File: config.mk
export PLATFORM = sky130hd
export DESIGN_NAME = conv_start_seq
export DESIGN_NICKNAME = d
export VERILOG_FILES = /design/src/rtl/conv_seq_pkg.sv /design/src/rtl/start_filter.sv /design/src/rtl/pwrup_stretch.sv /design/src/rtl/sar_core.sv /design/src/rtl/conv_start_seq.sv
export SDC_FILE = /design/constraint.sdc
export NUM_CORES = 1
export LEC_CHECK = 0
export BUFFER_PORTS_ARGS = -buffer_cell sky130_fd_sc_hd__buf_2
export CELL_PAD_IN_SITES_DETAIL_PLACEMENT = 0
export CELL_PAD_IN_SITES_GLOBAL_PLACEMENT = 1
export CORE_ASPECT_RATIO = 1.5
export CORE_MARGIN = 2
export CORE_UTILIZATION = 39
export CTS_CLUSTER_DIAMETER = 50
export DETAILED_ROUTE_END_ITERATION = 8
export GPL_TIMING_DRIVEN = 0
export PLACE_DENSITY = 0.78
export SLEW_MARGIN = 20
export SYNTH_ARGS = -nofsm -noshare
export SYNTH_HDL_FRONTEND = slang
export SYNTH_SLANG_ARGS = --single-unit
export TNS_END_PERCENT = 10
File: constraint.sdc
create_clock -name clk -period 2.1 [get_ports clk]
set_input_delay 0.315 -clock clk [delete_from_list [all_inputs] [get_ports clk]]
set_output_delay 0.315 -clock clk [all_outputs]
set_load 0.01 [all_outputs]
File: src/rtl/conv_seq_pkg.sv
package conv_seq_pkg;
   typedef enum logic {
      SAR_IDLE = 1'b0,
      SAR_RUN  = 1'b1
   } sar_state_e;
endpackage

File: src/rtl/start_filter.sv
module start_filter #(
   parameter int MIN_HI_CYC = 3
) (
   input  logic clk,
   input  logic rst_n,
   input  logic raw_i,
   output logic lvl_o,
   output logic rise_o
);
   logic sync1, sync2, lvl_q, lvl_d;

   always_ff @(posedge clk or negedge rst_n) begin
      if (!rst_n) begin
         sync1 <= 1'b0;
         sync2 <= 1'b0;
      end else begin
         sync1 <= raw_i;
         sync2 <= sync1;
      end
   end

   generate
      if (MIN_HI_CYC == 1) begin : g_direct
         always_ff @(posedge clk or negedge rst_n) begin
            if (!rst_n) lvl_q <= 1'b0;
            else        lvl_q <= sync2;
         end
      end else begin : g_counted
         localparam int CNT_W = $clog2(MIN_HI_CYC + 1);
         logic [CNT_W-1:0] hi_cnt;
         always_ff @(posedge clk or negedge rst_n) begin
            if (!rst_n) begin
               hi_cnt <= '0;
               lvl_q  <= 1'b0;
            end else if (!sync2) begin
               hi_cnt <= '0;
               lvl_q  <= 1'b0;
            end else if (hi_cnt == CNT_W'(MIN_HI_CYC - 1)) begin
               lvl_q  <= 1'b1;
            end else begin
               hi_cnt <= hi_cnt + 1'b1;
            end
         end
      end
   endgenerate

   always_ff @(posedge clk or negedge rst_n) begin
      if (!rst_n) lvl_d <= 1'b0;
      else        lvl_d <= lvl_q;
   end

   assign lvl_o  = lvl_q;
   assign rise_o = lvl_q & ~lvl_d;

   // the filtered level only rises from a synchronised high sample
   p_lvl_src_r2: assert property (@(posedge clk) disable iff (!rst_n)
      $rose(lvl_q) |-> $past(sync2));
endmodule

File: src/rtl/pwrup_stretch.sv
module pwrup_stretch #(
   parameter int PWRUP_CYC = 20
) (
   input  logic clk,
   input  logic rst_n,
   input  logic fire_i,
   output logic pulse_o
);
   localparam int CNT_W = $clog2(PWRUP_CYC + 1);
   logic [CNT_W-1:0] left;

   always_ff @(posedge clk or negedge rst_n) begin
      if (!rst_n)            left <= '0;
      else if (fire_i)       left <= CNT_W'(PWRUP_CYC);
      else if (left != '0)   left <= left - 1'b1;
   end

   assign pulse_o = (left != '0);

   // a fire request always produces a high pulse on the next cycle
   p_fire_pulse_r3: assert property (@(posedge clk) disable iff (!rst_n)
      fire_i |=> pulse_o);
endmodule

File: src/rtl/sar_core.sv
module sar_core
   import conv_seq_pkg::*;
#(
   parameter int CODE_W   = 8,
   parameter int CONV_CYC = 48
) (
   input  logic              clk,
   input  logic              rst_n,
   input  logic              go_i,
   input  logic              cmp_i,
   output logic              busy_o,
   output logic [CODE_W-1:0] trial_o,
   output logic [CODE_W-1:0] result_o,
   output logic              done_o
);
   localparam int STEP   = CONV_CYC / CODE_W;
   localparam int STEP_W = $clog2(STEP + 1);
   localparam int IDX_W  = (CODE_W > 1) ? $clog2(CODE_W) : 1;
   localparam logic [CODE_W-1:0] ONE = CODE_W'(1);

   sar_state_e        state;
   logic [STEP_W-1:0] step;
   logic [IDX_W-1:0]  idx;
   logic [CODE_W-1:0] trial, kept;
   logic              step_end;

   always_comb begin
      step_end = (step == STEP_W'(STEP - 1));
      kept     = cmp_i ? trial : (trial & ~(ONE << idx));
   end

   always_ff @(posedge clk or negedge rst_n) begin
      if (!rst_n) begin
         state    <= SAR_IDLE;
         step     <= '0;
         idx      <= '0;
         trial    <= '0;
         result_o <= '0;
         done_o   <= 1'b0;
      end else begin
         done_o <= 1'b0;
         if (state == SAR_IDLE) begin
            if (go_i) begin
               state <= SAR_RUN;
               step  <= '0;
               idx   <= IDX_W'(CODE_W - 1);
               trial <= ONE << (CODE_W - 1);
            end
         end else if (step_end) begin
            step <= '0;
            if (idx == '0) begin
               state    <= SAR_IDLE;
               trial    <= kept;
               result_o <= kept;
               done_o   <= 1'b1;
            end else begin
               trial <= kept | (ONE << (idx - 1'b1));
               idx   <= idx - 1'b1;
            end
         end else begin
            step <= step + 1'b1;
         end
      end
   end

   assign busy_o  = (state == SAR_RUN);
   assign trial_o = trial;

   // during a conversion the bit under test is always set in the trial code
   p_trial_bit_r7: assert property (@(posedge clk) disable iff (!rst_n)
      busy_o |-> trial[idx]);
   // the done strobe lasts a single cycle
   p_done_once_r6: assert property (@(posedge clk) disable iff (!rst_n)
      done_o |=> !done_o);
endmodule

File: src/rtl/conv_start_seq.sv
module conv_start_seq #(
   parameter int CODE_W     = 8,
   parameter int PWRUP_CYC  = 20,
   parameter int CONV_CYC   = 48,
   parameter int MIN_HI_CYC = 3
) (
   input  logic              clk,
   input  logic              rst_n,
   input  logic              start_i,
   input  logic              cmp_i,
   output logic              pwr_en_o,
   output logic              pulse_o,
   output logic              gate_o,
   output logic              hold_o,
   output logic              busy_o,
   output logic [CODE_W-1:0] trial_o,
   output logic [CODE_W-1:0] result_o,
   output logic              result_stb_o,
   output logic              err_o
);
   generate
      if (CODE_W < 1)                begin : g_bad_w    $error("CODE_W must be positive"); end
      if (PWRUP_CYC < 1)             begin : g_bad_pu   $error("PWRUP_CYC must be positive"); end
      if (MIN_HI_CYC < 1)            begin : g_bad_hi   $error("MIN_HI_CYC must be positive"); end
      if (CONV_CYC < CODE_W)         begin : g_bad_cv   $error("CONV_CYC below CODE_W"); end
      if (CONV_CYC % CODE_W != 0)    begin : g_bad_div  $error("CONV_CYC must divide by CODE_W"); end
   endgenerate

   logic lvl, rise, accept, pulse, gate, gate_d, go, done, busy, pwr_q, err_q;

   start_filter #(.MIN_HI_CYC(MIN_HI_CYC)) u_filter (
      .clk(clk), .rst_n(rst_n), .raw_i(start_i), .lvl_o(lvl), .rise_o(rise));

   assign accept = rise & ~busy;

   pwrup_stretch #(.PWRUP_CYC(PWRUP_CYC)) u_stretch (
      .clk(clk), .rst_n(rst_n), .fire_i(accept), .pulse_o(pulse));

   assign gate = lvl | pulse;
   assign go   = gate_d & ~gate & pwr_q & ~busy;

   sar_core #(.CODE_W(CODE_W), .CONV_CYC(CONV_CYC)) u_sar (
      .clk(clk), .rst_n(rst_n), .go_i(go), .cmp_i(cmp_i), .busy_o(busy),
      .trial_o(trial_o), .result_o(result_o), .done_o(done));

   always_ff @(posedge clk or negedge rst_n) begin
      if (!rst_n) begin
         gate_d <= 1'b0;
         pwr_q  <= 1'b0;
         err_q  <= 1'b0;
      end else begin
         gate_d <= gate;
         err_q  <= rise & busy;
         if (accept || go) pwr_q <= 1'b1;
         else if (done)    pwr_q <= lvl;
      end
   end

   assign pwr_en_o     = pwr_q;
   assign pulse_o      = pulse;
   assign gate_o       = gate;
   assign hold_o       = busy;
   assign busy_o       = busy;
   assign result_stb_o = done;
   assign err_o        = err_q;

   // busy rises only after the gated start was low
   p_start_gate_r4: assert property (@(posedge clk) disable iff (!rst_n)
      $rose(busy_o) |-> !$past(gate_o));
   // no conversion starts while the power-up pulse is running
   p_start_pulse_r3: assert property (@(posedge clk) disable iff (!rst_n)
      $rose(busy_o) |-> !$past(pulse_o));
   // the analog section is powered throughout a conversion
   p_pwr_busy_r8: assert property (@(posedge clk) disable iff (!rst_n)
      busy_o |-> pwr_en_o);
   // end of busy comes with the result strobe
   p_stb_end_r6: assert property (@(posedge clk) disable iff (!rst_n)
      $fell(busy_o) |-> result_stb_o);
   // an error flag only follows a busy cycle
   p_err_busy_r9: assert property (@(posedge clk) disable iff (!rst_n)
      err_o |-> $past(busy_o));
endmodule

==> results.yml, run 1 <==
sta:
  whs_ns: 0.132
  fin_crit_sh_pct: 103
  drv_slew: 0
  setup_viol: 2
  worst_pin_slew_ns: 0.857
  timing.fmax_mhz: 461
  setup_ws_ns: -0.0713
  period_minus_slack_ns: 2.17
  slew_headroom_pct: 42.9
  finalSetupTns_ns: -0.0967
  rsz0062_at_grt: "true"
  fin_worst_skew_ns: 0.00490
  hold_violations: 0
floorplanning:
  coreArea_mm2: 0.00454
  start_util_pct: 40.7
  dieWidth_um: 60.2
  io_pins: 27
  num_rows: 30
  die_area_mm2: 0.00531
  fp.dieH_um: 88.3
routing:
  dr.max_layer_used: "met4"
  wire_per_inst_um: 13.3
  vias: 1414
  wl_met1_mm: 1.67
  dr.pass1.iters: 4
  first_iter_violations: 48
  drc: 0
  vias_per_cell: 4.93
  dr_wl_met3_um: 147
  wl_met2_mm: 1.92
  final_antenna_net_count: 0
  routed_wl_mm: 3.81
logic_synthesis:
  syn_nets: 197
  syn_area_mm2: 0.00185
  synth_ff_type: "dfrtp_1"
  synthTopCellsByCount: "38 x dfrtp_1, 31 x nand2_1, 22 x o21ai_0"
  avgSynthCellArea_um2: 9.98
  synth-adder-area-share_pct: 5.42
  synth-compound-area-share_pct: 17.1
  synth_top_area_share_pct: 51.5
  synth_top_family_by_area: "simple AND/OR/NAND/NOR gates"
  synth_simple_gate_area_share_pct: 18.0
  synthArstFlopShare_pct: 100
  yosysUniqueCellTypes: 46
  synth_seq_area_share_pct: 51.5
  synthTopCellsByArea: "dfrtp_1 51%, nand2_1 6.3%, o21ai_0 6.0%"
  synth.most_common_cell: "dfrtp_1"
  synth-xor-area-share_pct: 0.949
  yosys_warnings: 0
  yosysTopAreaCell: "dfrtp_1"
  muxShareOfSynthArea_pct: 1.15
  ys_ff_latch: 38
  synth_edf_count: 0
  synthCells: 185
final_layout:
  finalInstanceArea_mm2: 0.00220
  antennaDiodeCount: 0
  drive_above_1_share_pct: 24.7
  multi_input_comb_area_um2: 805
  finalNetCount: 236
  area_growth_pct: 19.2
  seq_area_um2: 951
  fillers: 472
power:
  p_total_mw: 2.72
  p_per_area_mw_per_mm2: 1240
  leakage_nw: 1.01
  peakVddDrop_uv: 539
critical_path:
  worst_setup_path_start_kind: "flip-flop"
  arrival_ns: 2.33
  cp_data_required_time_ns: 2.26
  endpoint_kind: "flip-flop"
  criticalPathCategory: "flip-flop to flip-flop"
  crit_family: "simple AND/OR/NAND/NOR gates"
  ff2ff_setup_slack_ns: -0.07
  critPathBufInv: 1
  max_stage_delay_ns: 0.51
  path_cells: "inv_1, ha_2, or4b_4, or2_4, or3_4, a311o_1"
  slowest_stage: "or4b_4"
  cp_max_fo: 5
place:
  port_buffers: 26
  hpwl_mm: 2.65
  placed_cell_area_mm2: 0.00206
  gp_congestion: 0.780
global_route:
  grt_pass1_vias: 1454
  grt_max_degree: 39
  grt_pass1_wl_mm: 6.55
  antenna_found_initial: 0
  grt_overflow: 0
  grt_usage_pct: 16.4
clock_tree:
  htree_num_levels: 2
  insertion_delay_ns: 0.28
  clock_sinks: 38
  cts_buffers: 5
  cts-root-buf: "clkbuf_8"
  path_clk_slew_ns: 0.07
  cts_hold_buf: 0
  cts_tree: "built"
  clockBufferDepth: 2
run_status:
  violations: "setup timing"
  status: "finished with violations"
run:
  drv_cap: 0
min_path:
  holdCritPathClass: "primary input to flip-flop"
[registers in the layout, indices dropped and copies added (netlist names)]
register                   cells
u_sar.busy_o                   1
u_sar.trial_o                  8
u_sar.done_o                   1
u_stretch.left                 5
gate_d                         1
u_sar.step                     3
u_filter.lvl_o                 1
err_o                          1
u_filter.lvl_d                 1
u_sar.idx                      3
u_filter.sync2                 1
u_filter.sync1                 1
pwr_en_o                       1
u_filter.g_counted.hi_cnt      2
u_sar.result_o                 8
[metrics by stage]
stage	instances	utilization (%)	worst slack, ns
floorplan	185	-	-0.124
global placement	275	45.3	-0.205
detailed placement	275	45.3	-0.224
CTS	284	47.9	-0.0550
global route	287	48.5	-0.140
finish	287	48.5	-0.0713
[per-layer routing]
layer	track usage (%)	vias to the layer above
li1	-	712
met1	19.3	669
met2	27.6	26
met3	4.09	7
met4	7.47	0
met5	0	-
[area by class of cell]
type / count / share of cell area, %
plain buffers: 7 / 2.67
clock buffers: 6 / 3.75
inverters: 11 / 1.88
multi-input cells: 128 / 36.6
flip-flops and latches: 38 / 43.2
well taps: 64 / 3.64
repair buffers: 33 / 8.30
[timing repair]
item                       in CTS  in global routing
gates resized for setup         3                  5
setup buffers                   4                  3
setup endpoints to repair      17                 18
pin swaps                       1                  1
[logic make-up after synthesis]
logic type | count (synthesis)
buffers and inverters | 19
DFF | 38
and+or+nand+nor | 65
AOI/OAI and AO/OA | 51
xor gates and xnor gates | 2
muxes | 2
adders and majority gates | 8
[path summary, 6_finish.rpt]
path | startpoint | end | cells after the start
max in group asynchronous | rst_n | u_sar.idx[2] | 1
max | u_stretch.left[0] | u_sar.idx[2] | 6
min | start_i | u_filter.sync1 | 1
max reg2reg | u_stretch.left[0] | u_sar.idx[2] | 6
min in group asynchronous | rst_n | u_sar.result_o[3] | 1
min reg2reg | u_filter.sync1 | u_filter.sync2 | 0
[power breakdown]
group | leakage, nW | internal (mW) | total (mW) | switching [mW]
Combinational | 0.536 | 0.524 | 1.11 | 0.587
Clock | 0.0431 | 0.253 | 0.484 | 0.231
Sequential | 0.430 | 0.943 | 1.12 | 0.182
[placed cells by master, fill, tap and decap left out, types with 2 or more instances in the layout]
cell      count
ha_1          6
or3_1         2
o21ai_0      20
buf_4         8
xnor2_1       2
nor3b_1       2
nand3_1       3
o21ai_1       2
buf_2        27
nor2b_1       3
a22oi_1       3
clkbuf_8      8
clkbuf_1      2
ha_2          2
dfrtp_1      38
and3_1        2
inv_1        10
a21oi_1      12
and2_1        2
nand2b_1      4
nand2_1      31
nor2_1        7
No activity file was read; power rests on OpenSTA's default activity.
==> inputs of run 2 (changes only) <==
--- a/config.mk
+++ b/config.mk
@@ -9,12 +9,12 @@
 export CELL_PAD_IN_SITES_DETAIL_PLACEMENT = 0
 export CELL_PAD_IN_SITES_GLOBAL_PLACEMENT = 1
 export CORE_ASPECT_RATIO = 1.5
-export CORE_MARGIN = 2
 export CORE_UTILIZATION = 39
 export CTS_CLUSTER_DIAMETER = 50
 export DETAILED_ROUTE_END_ITERATION = 8
 export GPL_TIMING_DRIVEN = 0
 export PLACE_DENSITY = 0.78
+export SETUP_SLACK_MARGIN = 0.02
 export SLEW_MARGIN = 20
 export SYNTH_ARGS = -nofsm -noshare
 export SYNTH_HDL_FRONTEND = slang
==> run 2 against run 1 <==
  * The run still ends with setup timing left
  * Clock-buffer cell count shrank 1
  * Cell count unchanged
  * Register-to-register slack improved by 0.03 ns
  * Hold slack worse by 0.011 ns
  * Combinational power about the same
  * Routed wire length fell by 0.76%
  * Utilization rose by 1.2 points
  * Sequential power hardly changed
  * Via count grew 2.8%
  * Final area increased by 2.6%
  * Critical path type unchanged
  * Critical endpoint unchanged
==> results.yml, run 2 (synthesis results as in run 1) <==
critical_path:
  arrival_ns: 2.30
  path_cells: "inv_2, ha_4, or4b_4, or2_4, or3_4, a311o_1"
  worst_setup_path_start_kind: "flip-flop"
  criticalPathCategory: "flip-flop to flip-flop"
  crit_family: "simple AND/OR/NAND/NOR gates"
  max_stage_delay_ns: 0.50
  slowest_stage: "or4b_4"
  endpoint_kind: "flip-flop"
  critPathBufInv: 1
  cp_max_fo: 5
  cp_data_required_time_ns: 2.26
floorplanning:
  io_pins: 27
  fp.dieH_um: 86.3
  num_rows: 30
  start_util_pct: 40.7
  dieWidth_um: 58.2
  coreArea_mm2: 0.00454
  die_area_mm2: 0.00502
run_status:
  violations: "setup timing"
  status: "finished with violations"
routing:
  wire_per_inst_um: 13.2
  vias: 1453
  first_iter_violations: 32
  dr.pass1.iters: 4
  vias_per_cell: 5.06
  routed_wl_mm: 3.78
  drc: 0
  final_antenna_net_count: 0
power:
  p_total_mw: 2.99
  p_per_area_mw_per_mm2: 1320
  leakage_nw: 1.03
  peakVddDrop_uv: 488
clock_tree:
  cts_tree: "built"
  insertion_delay_ns: 0.29
  cts_buffers: 5
  clock_sinks: 38
  clockBufferDepth: 2
  cts_hold_buf: 0
  htree_num_levels: 2
  cts-root-buf: "clkbuf_8"
  path_clk_slew_ns: 0.08
place:
  placed_cell_area_mm2: 0.00206
  place_ws_ns: -0.216
  gp_congestion: 0.815
  hpwl_mm: 2.65
  port_buffers: 26
global_route:
  grt.met3_usage_pct: 3.88
  use_met1_pct: 19.2
  grt_max_degree: 39
  grt_pass1_wl_mm: 6.64
  grt_usage_pct: 17.2
  grt_pass1_vias: 1479
  met2_usage_pct: 30.9
  busiest_layer: "met2"
  grt_overflow: 0
  antenna_found_initial: 0
sta:
  period_minus_slack_ns: 2.14
  timing.fmax_mhz: 467
  worst_pin_slew_ns: 0.823
  setup_viol: 2
  drv_slew: 0
  whs_ns: 0.121
  slew_headroom_pct: 45.1
  finalSetupTns_ns: -0.0597
  hold_violations: 0
  setup_ws_ns: -0.0406
  fin_crit_sh_pct: 102
  rsz0062_at_grt: "true"
  fin_worst_skew_ns: 0.00848
final_layout:
  finalInstanceArea_mm2: 0.00226
  drive_above_1_share_pct: 26.0
  final_common_cell: "dfrtp_1"
  antennaDiodeCount: 0
  area_growth_pct: 22.2
  finalNetCount: 234
  final_cell_mix: "38 x dfrtp_1, 31 x nand2_1, 26 x buf_2"
run:
  drv_cap: 0
min_path:
  holdCritPathClass: "primary input to async pin"
==> run 2: cell count changes in the layout (fill, tap and decap cells not counted), sizes merged <==
cell	before	now
buf	35	33
bufinv	0	2
clkbuf	10	9
clkinv	1	2
==> run 2: timing repair <==
item,in CTS,in global routing
setup endpoints to repair,21,19
gates cloned,0,0
buffers inserted,3,2
pin swaps,2,1
resized for setup,4,10
==> run 2: metal layers <==
layer / vias to the layer above / routed length, µm
li1: 710 / -
met1: 694 / 1570
met2: 41 / 2000
met3: 8 / 143
met4: 0 / 63
met5: - / 0
==> run 2: cell type report <==
cell class                 count  area, µm²
inverter                      11       41.3
clock buffer                   5       68.8
multi-input combinational    128        817
clock inverter                 3       68.8
fill                         454       2280
buffer                         7       62.6
tap                           64       80.1
sequential                    38        951
timing repair buffer          31        168
==> run 2: where the power goes <==
group	internal [mW]	switching (mW)
clock	0.476	0.255
combinational	0.527	0.603
sequential	0.942	0.183
==> run 2: worst paths after layout <==
check / start / end / slack [ns] / cells past startpoint
worst max-delay path: u_stretch.left[1] / u_sar.idx[2] / -0.04 / 6
min in group clk: start_i / u_filter.sync1 / 0.13 / 1
max in group asynchronous: rst_n / u_stretch.left[0] / 1.46 / 1
worst max register to register: u_stretch.left[1] / u_sar.idx[2] / -0.04 / 6
worst min-delay path: rst_n / u_sar.result_o[3] / 0.12 / 1
worst min register to register: u_filter.sync1 / u_filter.sync2 / 0.36 / 0
==> run 2: through the flow <==
step                util (%)  instances
floorplan                  -        185
global placement        45.3        275
detailed placement      45.3        275
CTS                     49.0        285
global route            49.7        287
finish                  49.7        287
==> inputs of run 3 (changes only) <==
==> constraint.sdc (replaced) <==
create_clock -name clk -period 1.9 [get_ports clk]
set_input_delay 0.285 -clock clk [delete_from_list [all_inputs] [get_ports clk]]
set_output_delay 0.285 -clock clk [all_outputs]
set_load 0.01 [all_outputs]
==> run 3 against run 2 <==
  * The flow still finishes with violations (setup timing)
  * Hold slack worse by 0.032 ns
  * Die area unchanged
  * Maximum frequency about the same
  * Non-clock buffer count up 2
  * First-iteration DRC count up 16%
  * Sequential share of layout area down 1.3 points
  * Power up 13%
  * Critical path type unchanged
  * Critical endpoint unchanged
  * Highest routed layer unchanged
==> results.yml, run 3 (synthesis results as in run 1) <==
run_status:
  status: "finished with violations"
  violations: "setup timing"
critical_path:
  criticalPathCategory: "flip-flop to flip-flop"
  worst_setup_path_start_kind: "flip-flop"
  path_cells: "inv_2, ha_4, or4b_4, or2_4, or3_4, a311o_1"
  startpoint: "u_stretch.left[1]"
  arrival_ns: 2.31
  max_stage_delay_ns: 0.50
  critPathBufInv: 1
  endpoint_kind: "flip-flop"
  slowest_stage: "or4b_4"
  ff2ff_setup_slack_ns: -0.24
  cp_max_fo: 5
  crit_family: "simple AND/OR/NAND/NOR gates"
  cp_data_required_time_ns: 2.06
  worstReg2RegStart: "u_stretch.left[1]"
sta:
  drv_slew: 0
  rsz0062_at_grt: "true"
  setup_ws_ns: -0.240
  fin_crit_sh_pct: 113
  hold_violations: 0
  worst_pin_slew_ns: 0.821
  setup_viol: 13
  whs_ns: 0.0891
  timing.fmax_mhz: 467
  slew_headroom_pct: 45.2
  fin_worst_skew_ns: 0.00864
  period_minus_slack_ns: 2.14
global_route:
  grt_pass1_vias: 1477
  grt_overflow: 0
  grt_max_degree: 39
  antenna_found_initial: 0
  grt_pass1_wl_mm: 6.67
  grt_usage_pct: 17.3
routing:
  vias_per_cell: 5.03
  first_iter_violations: 37
  dr.pass1.iters: 4
  routed_wl_mm: 3.91
  wire_per_inst_um: 13.5
  drc: 0
  final_antenna_net_count: 0
  vias: 1455
final_layout:
  area_growth_pct: 26.2
  finalNetCount: 236
  finalInstanceArea_mm2: 0.00233
  final_common_cell: "dfrtp_1"
  drive_above_1_share_pct: 30.2
  fillers: 441
  antennaDiodeCount: 0
  final_cell_mix: "38 x dfrtp_1, 26 x nand2_1, 26 x buf_2"
clock_tree:
  cts_buffers: 5
  cts_tree: "built"
  cts_hold_buf: 0
  path_clk_slew_ns: 0.08
  clock_sinks: 38
  htree_num_levels: 2
  clockBufferDepth: 2
  insertion_delay_ns: 0.29
  cts-root-buf: "clkbuf_8"
floorplanning:
  dieWidth_um: 58.2
  num_rows: 30
  die_area_mm2: 0.00502
  coreArea_mm2: 0.00454
  io_pins: 27
  fp.dieH_um: 86.3
  start_util_pct: 40.7
place:
  port_buffers: 26
  place_ws_ns: -0.416
  hpwl_mm: 2.65
  placed_cell_area_mm2: 0.00206
  gp_congestion: 0.815
power:
  p_per_area_mw_per_mm2: 1450
  leakage_nw: 1.06
  peakVddDrop_uv: 540
  p_total_mw: 3.38
run:
  drv_cap: 0
min_path:
  holdCritPathClass: "primary input to async pin"
==> run 3: changes by cell type in the layout (fill, tap and decap cells not counted), sizes merged <==
| cell | before | now |
|---|---|---|
| clkbuf | 9 | 8 |
| buf | 33 | 36 |
==> run 3: area by class of cell <==
type	instances	area [µm²]	area share [%]
Multi-Input combinational cell	128	856	36.7
Tap cell	64	80.1	3.44
Sequential cell	38	951	40.8
Inverter	11	41.3	1.77
Timing Repair Buffer	33	183	7.84
Buffer	7	81.3	3.49
Clock inverter	3	68.8	2.95
Clock buffer	5	68.8	2.95
==> run 3: metrics by stage <==
step / setup TNS, ns / util (%) / std cells
finish: -1.21 / 51.3 / 289
global route: -3.13 / 51.3 / 289
CTS: -2.11 / 49.3 / 285
detailed placement: -5.47 / 45.3 / 275
global placement: -5.30 / 45.3 / 275
floorplan: -1.99 / - / 185
==> run 3: power by group <==
group	switching, mW	internal, mW	leakage [nW]
clock network	0.284	0.526	0.0683
registers	0.205	1.04	0.430
logic	0.708	0.614	0.558
==> run 3: per-layer routing <==
metal  routed length [µm]  global-route usage [%]  vias up
met5                    0                       0        -
met4                   56                    7.14        0
met3                  118                    3.73        6
met2                 2060                    31.3       33
met1                 1670                    19.2      700
li1                     -                       -      716
==> run 3: timing repair <==
action,4_1_cts,5_1_grt
pin swaps,7,7
gates resized for setup,13,21
endpoints found under the setup margin,26,26
setup buffers,3,4
==> run 3: path summary, 6_finish.rpt <==
check,end,cells past startpoint
setup / recovery,u_sar.idx[2],6
hold / removal,u_sar.result_o[3],1
setup reg to reg,u_sar.idx[2],6
hold reg to reg,u_filter.sync2,0
max in group asynchronous,u_stretch.left[0],1
min in group clk,u_filter.sync1,1
